`config.mk`:
```
export PLATFORM = sky130hd
export DESIGN_NAME = mig_core_rotator
export DESIGN_NICKNAME = d
export VERILOG_FILES = /design/src/rtl/mig_pkg.sv /design/src/rtl/mig_interval_timer.sv /design/src/rtl/mig_ring_select.sv /design/src/rtl/mig_core_rotator.sv
export SDC_FILE = /design/constraint.sdc
export NUM_CORES = 1
export LEC_CHECK = 0
export ABC_AREA = 1
export BUFFER_PORTS_ARGS = -buffer_cell sky130_fd_sc_hd__buf_2
export CAP_MARGIN = 20
export CORE_MARGIN = 2
export CORE_UTILIZATION = 50
export DETAILED_ROUTE_END_ITERATION = 12
export PLACE_DENSITY_LB_ADDON = 0.25
export SLEW_MARGIN = 10
export SYNTH_ARGS = -nofsm -noshare
export SYNTH_HDL_FRONTEND = slang
export SYNTH_SLANG_ARGS = --single-unit
```
`constraint.sdc`:
```
create_clock -name clk -period 4.8 [get_ports clk]
set_input_delay 0.24 -clock clk [delete_from_list [all_inputs] [get_ports clk]]
set_output_delay 0.24 -clock clk [all_outputs]
set_load 0.05 [all_outputs]
```
`src/rtl/mig_pkg.sv`:
```
package mig_pkg;

    typedef enum logic [2:0] {
        ST_IDLE    = 3'd0,
        ST_RUN     = 3'd1,
        ST_PREWAKE = 3'd2,
        ST_FLUSH   = 3'd3,
        ST_HANDOFF = 3'd4
    } mig_state_e;

endpackage

```
`src/rtl/mig_interval_timer.sv`:
```
module mig_interval_timer #(
    parameter int CNT_W = 24
) (
    input  logic             clk,
    input  logic             rst_n,
    input  logic             load,
    input  logic             run,
    input  logic [CNT_W-1:0] cfg_interval,
    input  logic [CNT_W-1:0] cfg_lead,
    output logic             wake_now,
    output logic             wake_hit,
    output logic             end_hit
);

    typedef struct packed {
        logic [CNT_W-1:0] cnt;
        logic [CNT_W-1:0] end_at;
        logic [CNT_W-1:0] wake_at;
        logic             wake_en;
    } tmr_t;

    tmr_t tmr_d, tmr_q;
    logic [CNT_W-1:0] int_eff;
    logic [CNT_W-1:0] lead_eff;

    // effective interval and clamped lead from the live configuration
    always_comb begin
        int_eff  = (cfg_interval == '0) ? CNT_W'(1) : cfg_interval;
        lead_eff = (cfg_lead > int_eff) ? int_eff : cfg_lead;
        wake_now = (lead_eff == int_eff);
    end

    always_comb begin
        tmr_d = tmr_q;
        if (load) begin
            tmr_d.cnt     = '0;
            tmr_d.end_at  = int_eff - CNT_W'(1);
            tmr_d.wake_en = (lead_eff != '0) && (lead_eff != int_eff);
            tmr_d.wake_at = int_eff - lead_eff - CNT_W'(1);
        end else if (run) begin
            tmr_d.cnt = tmr_q.cnt + CNT_W'(1);
        end
    end

    always_ff @(posedge clk or negedge rst_n) begin
        if (!rst_n) begin
            tmr_q <= '0;
        end else begin
            tmr_q <= tmr_d;
        end
    end

    assign end_hit  = run && (tmr_q.cnt == tmr_q.end_at);
    assign wake_hit = run && tmr_q.wake_en && (tmr_q.cnt == tmr_q.wake_at);

endmodule

```
`src/rtl/mig_ring_select.sv`:
```
module mig_ring_select #(
    parameter int N_CORES = 4,
    parameter int IDX_W   = 2
) (
    input  logic [IDX_W-1:0]   active_idx,
    input  logic               keep_cur_pwr,
    input  logic               wake_next,
    input  logic               cur_clk,
    output logic [IDX_W-1:0]   next_idx,
    output logic [N_CORES-1:0] pwr_on,
    output logic [N_CORES-1:0] clk_en,
    output logic [N_CORES-1:0] active_onehot
);

    assign next_idx = (active_idx == IDX_W'(N_CORES - 1)) ? '0
                                                          : active_idx + IDX_W'(1);

    for (genvar i = 0; i < N_CORES; i++) begin : g_core
        logic is_cur;
        logic is_nxt;
        assign is_cur           = (active_idx == IDX_W'(i));
        assign is_nxt           = (next_idx == IDX_W'(i));
        assign active_onehot[i] = is_cur;
        assign pwr_on[i]        = (is_cur && keep_cur_pwr) || (is_nxt && wake_next);
        assign clk_en[i]        = is_cur && cur_clk;
    end

endmodule

```
`src/rtl/mig_core_rotator.sv`:
```
module mig_core_rotator
    import mig_pkg::*;
#(
    parameter int N_CORES = 4,
    parameter int CNT_W   = 24,
    localparam int IDX_W  = (N_CORES > 1) ? $clog2(N_CORES) : 1
) (
    input  logic               clk,
    input  logic               rst_n,
    input  logic [CNT_W-1:0]   cfg_interval,
    input  logic [CNT_W-1:0]   cfg_lead,
    input  logic [N_CORES-1:0] core_ready,
    input  logic               flush_done,
    output logic [N_CORES-1:0] pwr_on,
    output logic [N_CORES-1:0] clk_en,
    output logic               flush_req,
    output logic [IDX_W-1:0]   active_idx,
    output logic [N_CORES-1:0] active_onehot
);

    typedef struct packed {
        mig_state_e       st;
        logic [IDX_W-1:0] idx;
    } ctl_t;

    ctl_t ctl_d, ctl_q;
    logic             tmr_load;
    logic             tmr_run;
    logic             wake_now;
    logic             wake_hit;
    logic             end_hit;
    logic [IDX_W-1:0] next_idx;
    logic             keep_cur_pwr;
    logic             wake_next;
    logic             cur_clk;

    mig_interval_timer #(.CNT_W(CNT_W)) u_timer (
        .clk          (clk),
        .rst_n        (rst_n),
        .load         (tmr_load),
        .run          (tmr_run),
        .cfg_interval (cfg_interval),
        .cfg_lead     (cfg_lead),
        .wake_now     (wake_now),
        .wake_hit     (wake_hit),
        .end_hit      (end_hit)
    );

    mig_ring_select #(.N_CORES(N_CORES), .IDX_W(IDX_W)) u_ring (
        .active_idx    (ctl_q.idx),
        .keep_cur_pwr  (keep_cur_pwr),
        .wake_next     (wake_next),
        .cur_clk       (cur_clk),
        .next_idx      (next_idx),
        .pwr_on        (pwr_on),
        .clk_en        (clk_en),
        .active_onehot (active_onehot)
    );

    always_comb begin
        ctl_d    = ctl_q;
        tmr_load = 1'b0;
        unique case (ctl_q.st)
            ST_IDLE: begin
                if (core_ready[ctl_q.idx]) begin
                    tmr_load = 1'b1;
                    ctl_d.st = wake_now ? ST_PREWAKE : ST_RUN;
                end
            end
            ST_RUN: begin
                if (end_hit) begin
                    ctl_d.st = ST_FLUSH;
                end else if (wake_hit) begin
                    ctl_d.st = ST_PREWAKE;
                end
            end
            ST_PREWAKE: begin
                if (end_hit) begin
                    ctl_d.st = ST_FLUSH;
                end
            end
            ST_FLUSH: begin
                if (flush_done) begin
                    ctl_d.st = ST_HANDOFF;
                end
            end
            ST_HANDOFF: begin
                if (core_ready[next_idx]) begin
                    tmr_load  = 1'b1;
                    ctl_d.idx = next_idx;
                    ctl_d.st  = wake_now ? ST_PREWAKE : ST_RUN;
                end
            end
            default: begin
                ctl_d.st = ST_IDLE;
            end
        endcase
    end

    always_ff @(posedge clk or negedge rst_n) begin
        if (!rst_n) begin
            ctl_q.st  <= ST_IDLE;
            ctl_q.idx <= '0;
        end else begin
            ctl_q <= ctl_d;
        end
    end

    assign tmr_run      = (ctl_q.st == ST_RUN) || (ctl_q.st == ST_PREWAKE);
    assign keep_cur_pwr = (ctl_q.st != ST_HANDOFF);
    assign wake_next    = (ctl_q.st == ST_PREWAKE) || (ctl_q.st == ST_FLUSH)
                       || (ctl_q.st == ST_HANDOFF);
    assign cur_clk      = tmr_run || (ctl_q.st == ST_FLUSH);
    assign flush_req    = (ctl_q.st == ST_FLUSH);
    assign active_idx   = ctl_q.idx;

endmodule

```
Word level (Yosys, flattened, before mapping)

Cells that the tools add are included.

Logic and storage cells: 86
Output and inout bits: 15
Input port bits: 55
Bits in registers: 78

Reduce and logical (&&, ||, !) cells: 32
Equality and inequality tests: 20
Add/subtract/negate cells: 5
$lt $le $gt $ge: 3
Mux-type cells: 20

Operators by type and width:

| operator              | count |
|---|---|
| $mux 24               | 4 |
| $eq 24x24->1          | 3 |
| $sub 24x1->24 const B | 2 |
| $add 24x1->24 const B | 1 |
| $gt 24x24->1          | 1 |
| $logic_not 24->1      | 1 |
| $ne 24x24->1          | 1 |
| $reduce_bool 24->1    | 1 |
| $sub 24x24->24        | 1 |
| $logic_and 1x1->1     | 16 |
| $mux 3                | 5 |
| $pmux 3 s5            | 1 |
| $eq 2x2->1 const B    | 4 |
| $logic_or 1x1->1      | 8 |
| $ne 2x2->1 const B    | 4 |
| $eq 3x2->1 const B    | 2 |
| $lt 2x3->1 const B    | 2 |
| $mux 5                | 1 |
| $reduce_and 5->1      | 1 |
| $bmux 1 s2            | 2 |
| $eq 2x1->1 const B    | 2 |
| $logic_not 2->1       | 2 |
| $mux 1                | 4 |
| $mux 2                | 2 |
| other kinds (9)       | 9 |

Depth between registers and ports, before layout

Word-level depth: 8
Mapped depth: 35
Mapped depth without buffers: 31

Hierarchy

Synthesis repeated with hierarchy kept, for this count alone.

Cells, all modules: 1191
Area, all modules: 7671.1 um^2

By module, submodules not included:

| module             | area an instance (um^2) | cells each | times used | sequential area each (um^2) |
|---|---|---|---|---|
| mig_interval_timer | 7025.5                  | 1081       | 1          | 1826.8 |
| mig_core_rotator   | 479.2                   | 79         | 1          | 125.1 |
| mig_ring_select    | 166.4                   | 31         | 1          | 0.0 |

Worst setup path before layout

No wires, ideal clock.

Kind: input -> register
Start point: input port cfg_interval[9]
End point: register u_timer.tmr_q[23] (netlist bit)
Setup time: 118 ps
Stages: 35
Arrival: 3394 ps
Required time: 4682 ps
Setup slack: 1288 ps
Path buffers: 4
Path through: clkbuf_1 nor4_1 nand2_1 inv_1 nand3_1 nand2_1 ha_1 inv_1 nand2_1 nand2_1 nand2_1 nand2_1 nand2_1 nand2_1 nand2_1 nand3_2 nand2_2 buf_6 buf_6 buf_2 nand2_1 o21ai_0 inv_1 ha_1 nand2_1 nor2_1 inv_1 nor2_1 nand2_1 nor3_1 nand2_1 nand3_1 nand2_1 nand3_1 nand2_1

Word-level cells in the longest chain between the ends: 6

RTL lines:

| item                 | line                     | text |
|---|---|---|
| start, declared      | mig_core_rotator.sv:10   | `input logic [CNT_W-1:0] cfg_interval,` |
| $logic_not 24->1     | mig_interval_timer.sv:28 | `int_eff = (cfg_interval == '0) ? CNT_W'(1) : cfg_interval;` |
| $mux 24 *            | mig_interval_timer.sv:28 |  |
| $gt 24x24->1         | mig_interval_timer.sv:29 | `lead_eff = (cfg_lead > int_eff) ? int_eff : cfg_lead;` |
| $mux 24              | mig_interval_timer.sv:29 |  |
| $sub 24x24->24 *     | mig_interval_timer.sv:39 | `tmr_d.wake_at = int_eff - lead_eff - CNT_W'(1);` |
| $sub 24x1->24 *      | mig_interval_timer.sv:39 |  |
| end signal, assigned | mig_interval_timer.sv:49 | `tmr_q <= tmr_d;` |
| end, declared        | mig_interval_timer.sv:22 | `tmr_t tmr_d, tmr_q;` |

Every way passes the cells marked *; elsewhere a longest branch is shown, timed or not.
A chain may end at the register's enable or synchronous reset.

Worst setup path after layout

Start point: input port cfg_interval[18]
End point: register ctl_q[2] (netlist bit)

Word-level cells in the longest chain between the ends: 8
Elaborated cells between the ends (all ways): 9
Those cells by class: 1 x order compare; 1 x eq/ne; 6 x mux; 1 x reduce/logical

RTL lines:

| item                             | line                                           | text |
|---|---|---|
| $logic_not 24->1                 | mig_interval_timer.sv:28                       |  |
| $mux 24 *                        | mig_interval_timer.sv:28                       |  |
| $gt 24x24->1                     | mig_interval_timer.sv:29                       |  |
| $mux 24                          | mig_interval_timer.sv:29                       |  |
| $eq 24x24->1 *                   | mig_interval_timer.sv:30                       | `wake_now = (lead_eff == int_eff);` |
| $mux 2 *                         | mig_core_rotator.sv:67, mig_core_rotator.sv:91 |  |
| $mux 5 or $mux 3 (tied branches) | mig_core_rotator.sv:88, mig_core_rotator.sv:65 |  |
| $pmux 3 s5 *                     | mig_core_rotator.sv:63                         | `unique case (ctl_q.st)` |
| end signal, assigned             | mig_core_rotator.sv:105                        | `ctl_q <= ctl_d;` |
| end, declared                    | mig_core_rotator.sv:26                         | `ctl_t ctl_d, ctl_q;` |

Every way passes the cells marked *; elsewhere a longest branch is shown, timed or not. The select of a mux whose other input is x is not followed.

==> impl_metrics.tcl <==
set metrics [dict create \
    status "completed" \
    ios 70 \
    netlist_instances 1196 \
    via_count 7445 \
    fin_util 0.561 \
    grt_pass1_wl_mm 34.7 \
    cts.sinks 78 \
    wl_mm 20.7 \
    p_leak_nw 4.62 \
    crit_fanout 16 \
    initial_utilization 0.511 \
    numCtsBuffers 9 \
    ctsResizeCount 0 \
    htree_levels 3 \
    synthMostInstantiatedCell "nand2_1" \
    grt_use_total 0.266 \
    ys_top_cells_by_count "323 x nand2_1, 184 x inv_1, 100 x nor2_1, 79 x nand3_1, 78 x dfrtp_1" \
    cts_hold_repair.buffers 0 \
    syn_to_final_growth_pct 9.77 \
    clk_latency_ns 0.34 \
    ant_nets 0 \
    critical_path.top_delay_family "simple AND/OR/NAND/NOR gates" \
    fin_setup_tns_ns 0 \
    drt_pass1_iterations 5 \
    grt_pass1_vias 7107 \
    clock-root-buffer "clkbuf_16" \
    drv_cap 0 \
    rows 45 \
    layout_worst_path_cycle_share 0.823 \
    post_cts.repair.setup_buffers 0 \
    drtIter0Drc 482 \
    rsz0062_at_grt "no" \
    clk_path_buf_depth 2 \
    synth_ff_type "dfrtp_1" \
    crit_type "in -> reg" \
    vias_per_cell 5.18 \
    hpwl_mm 16.8 \
    critPathMaxStageDelay_ns 0.45 \
    maxSlewHeadroom 0.296 \
    worstMarginPinSlew_ns 1.06 \
    port_buffers 69 \
    place.gp.congestion 0.964 \
    clock_skew_ns 0.00880 \
    synthesis.area_um2 7730 \
    end_kind "flop" \
    power_density_nw_per_um2 233 \
    cts_tree "built" \
    path_buf_inv 5 \
    synthDistinctLibCells 48 \
    routedWlPerCell_um 14.4 \
    yosys.area_share.adder 0.0679 \
    drc 0 \
    synthTopCellsByArea "dfrtp_1 25%, nand2_1 16%, inv_1 8.9%" \
    arrival_ns 4.17 \
    cpMaxStageDelayCell "nor3_1" \
    hold_viol 0 \
    ys_warn_count 0 \
    slew_violations 0 \
    max_clock_freq_mhz 253 \
    finalSetupViolations 0 \
    ir_drop_v 0.000143 \
    synth.area.mux_share 0 \
    clk_pin_slew_worst_paths_ns 0.06 \
    synth_seq_cells 78 \
    fin_nets 1340 \
    yosysTopAreaCell "dfrtp_1" \
    min_path_type "in -> async" \
    start_kind "primary input" \
    dieHeight_um 128 \
    synth-xor-area-share 0.0464 \
    synth-compound-area-share 0.124 \
    worstPathRequired_ns 5.02 \
    synth_top_area_frac 0.252 \
    syn_avg_cell_area_um2 6.47 \
    antenna_found_initial 0 \
    grt_max_degree 79 \
    overflow 0 \
    syn-num-nets 1293 \
    crit_top_cell "nand2_1" \
    synth_edf_count 0 \
    die_w_um 128 \
    fp.dieArea_um2 16500 \
    async_flop_share 1.00 \
    fin_crit_ns 3.95 \
    synthSimpleGateAreaFrac 0.388 \
    diodes 0 \
    synth_top_family_by_area "simple AND/OR/NAND/NOR gates" \
    synth-seq-area-share 0.252 \
    design.core.area_um2 15100 \
    layout-drive-gt1-share 0.147 \
]
## report_power, final
part	switching, mW	total (mW)	internal [mW]
registers	0	0.658	0.658
clock network	0.263	0.761	0.497
logic	0.379	0.561	0.182
total	0.642	1.98	1.34
## cell type report
class | count | area [µm²]
well taps | 188 | 235
clock buffers | 13 | 270
repair buffers | 71 | 375
clock inverters | 3 | 65.1
inverters | 198 | 743
fillers | 1531 | 6660
flip-flops and latches | 78 | 1950
multi-input cells | 885 | 4850
## state kept, by name, summed over array words and instances, names as in the netlist
name and cells:
u_timer.tmr_q 73, ctl_q 3, active_idx 2
## path summary, 6_finish.rpt
check / to / cells past startpoint / startpoint / slack (ns)
min in group clk: u_timer.tmr_q[28] / 3 / cfg_interval[3] / 0.22
max in group asynchronous: u_timer.tmr_q[40] / 1 / rst_n / 4.09
min: active_idx[1] / 1 / rst_n / 0.07
max reg2reg: u_timer.tmr_q[56] / 11 / active_idx[0] / 1.87
min reg2reg: u_timer.tmr_q[0] / 2 / u_timer.tmr_q[0] / 0.49
max: ctl_q[2] / 32 / cfg_interval[18] / 0.85
## cells by family (layout without fill, tap and decap cells)
kind of cell,after synthesis,count (layout)
buf+inv,233,285
xor+xnor,41,41
simple gates,631,631
fa+ha+maj,42,42
flops,78,78
compound gates,171,171
## through the flow
stage               total power, mW  hold slack, ns  std cells  area, µm²  setup slack (ns)
floorplan                      1.08         -0.0556       1196       7730              1.29
global placement               1.23           0.468       1420       8160             0.656
detailed placement             1.23           0.470       1420       8160             0.555
CTS                            1.98           0.111       1436       8490             0.889
global route                   2.09           0.139       1436       8490             0.437
finish                         1.98          0.0666       1436       8490             0.847
## layer usage
layer  routed length, µm  track usage
met4                 697        0.103
met1                9900        0.369
met3                 752       0.0233
met2                9310        0.432
met5                   0            0
## worst reg2reg max path, stage by stage, from the launching register on
cell and delay [ns]:
dfrtp_1 0.53, inv_1 0.16, ha_1 0.32, inv_1 0.09
nor2_1 0.05, o21ai_0 0.10, nand2_1 0.08, nand2_1 0.18
nand2_2 0.08, inv_2 0.76, o21ai_0 0.29, a21oi_1 0.22
## cell usage in the layout (no fill, tap or decap), types with 3 or more instances in the layout
cell,n
a21oi_1,50
a31oi_1,7
buf_2,68
clkbuf_16,9
clkbuf_8,3
dfrtp_1,78
ha_1,42
inv_1,184
inv_2,14
nand2_1,322
nand2_2,15
nand2_4,7
nand3_1,79
nand3_2,17
nand3_4,4
nand4_1,22
nor2_1,100
nor2_2,16
nor2_4,9
nor3_1,17
nor3_2,4
nor4_1,9
o2111ai_1,5
o21ai_0,74
o21ai_1,10
o22ai_1,6
or2_2,6
xnor2_1,7
xor2_1,34
(Power assumes the default switching activity.)
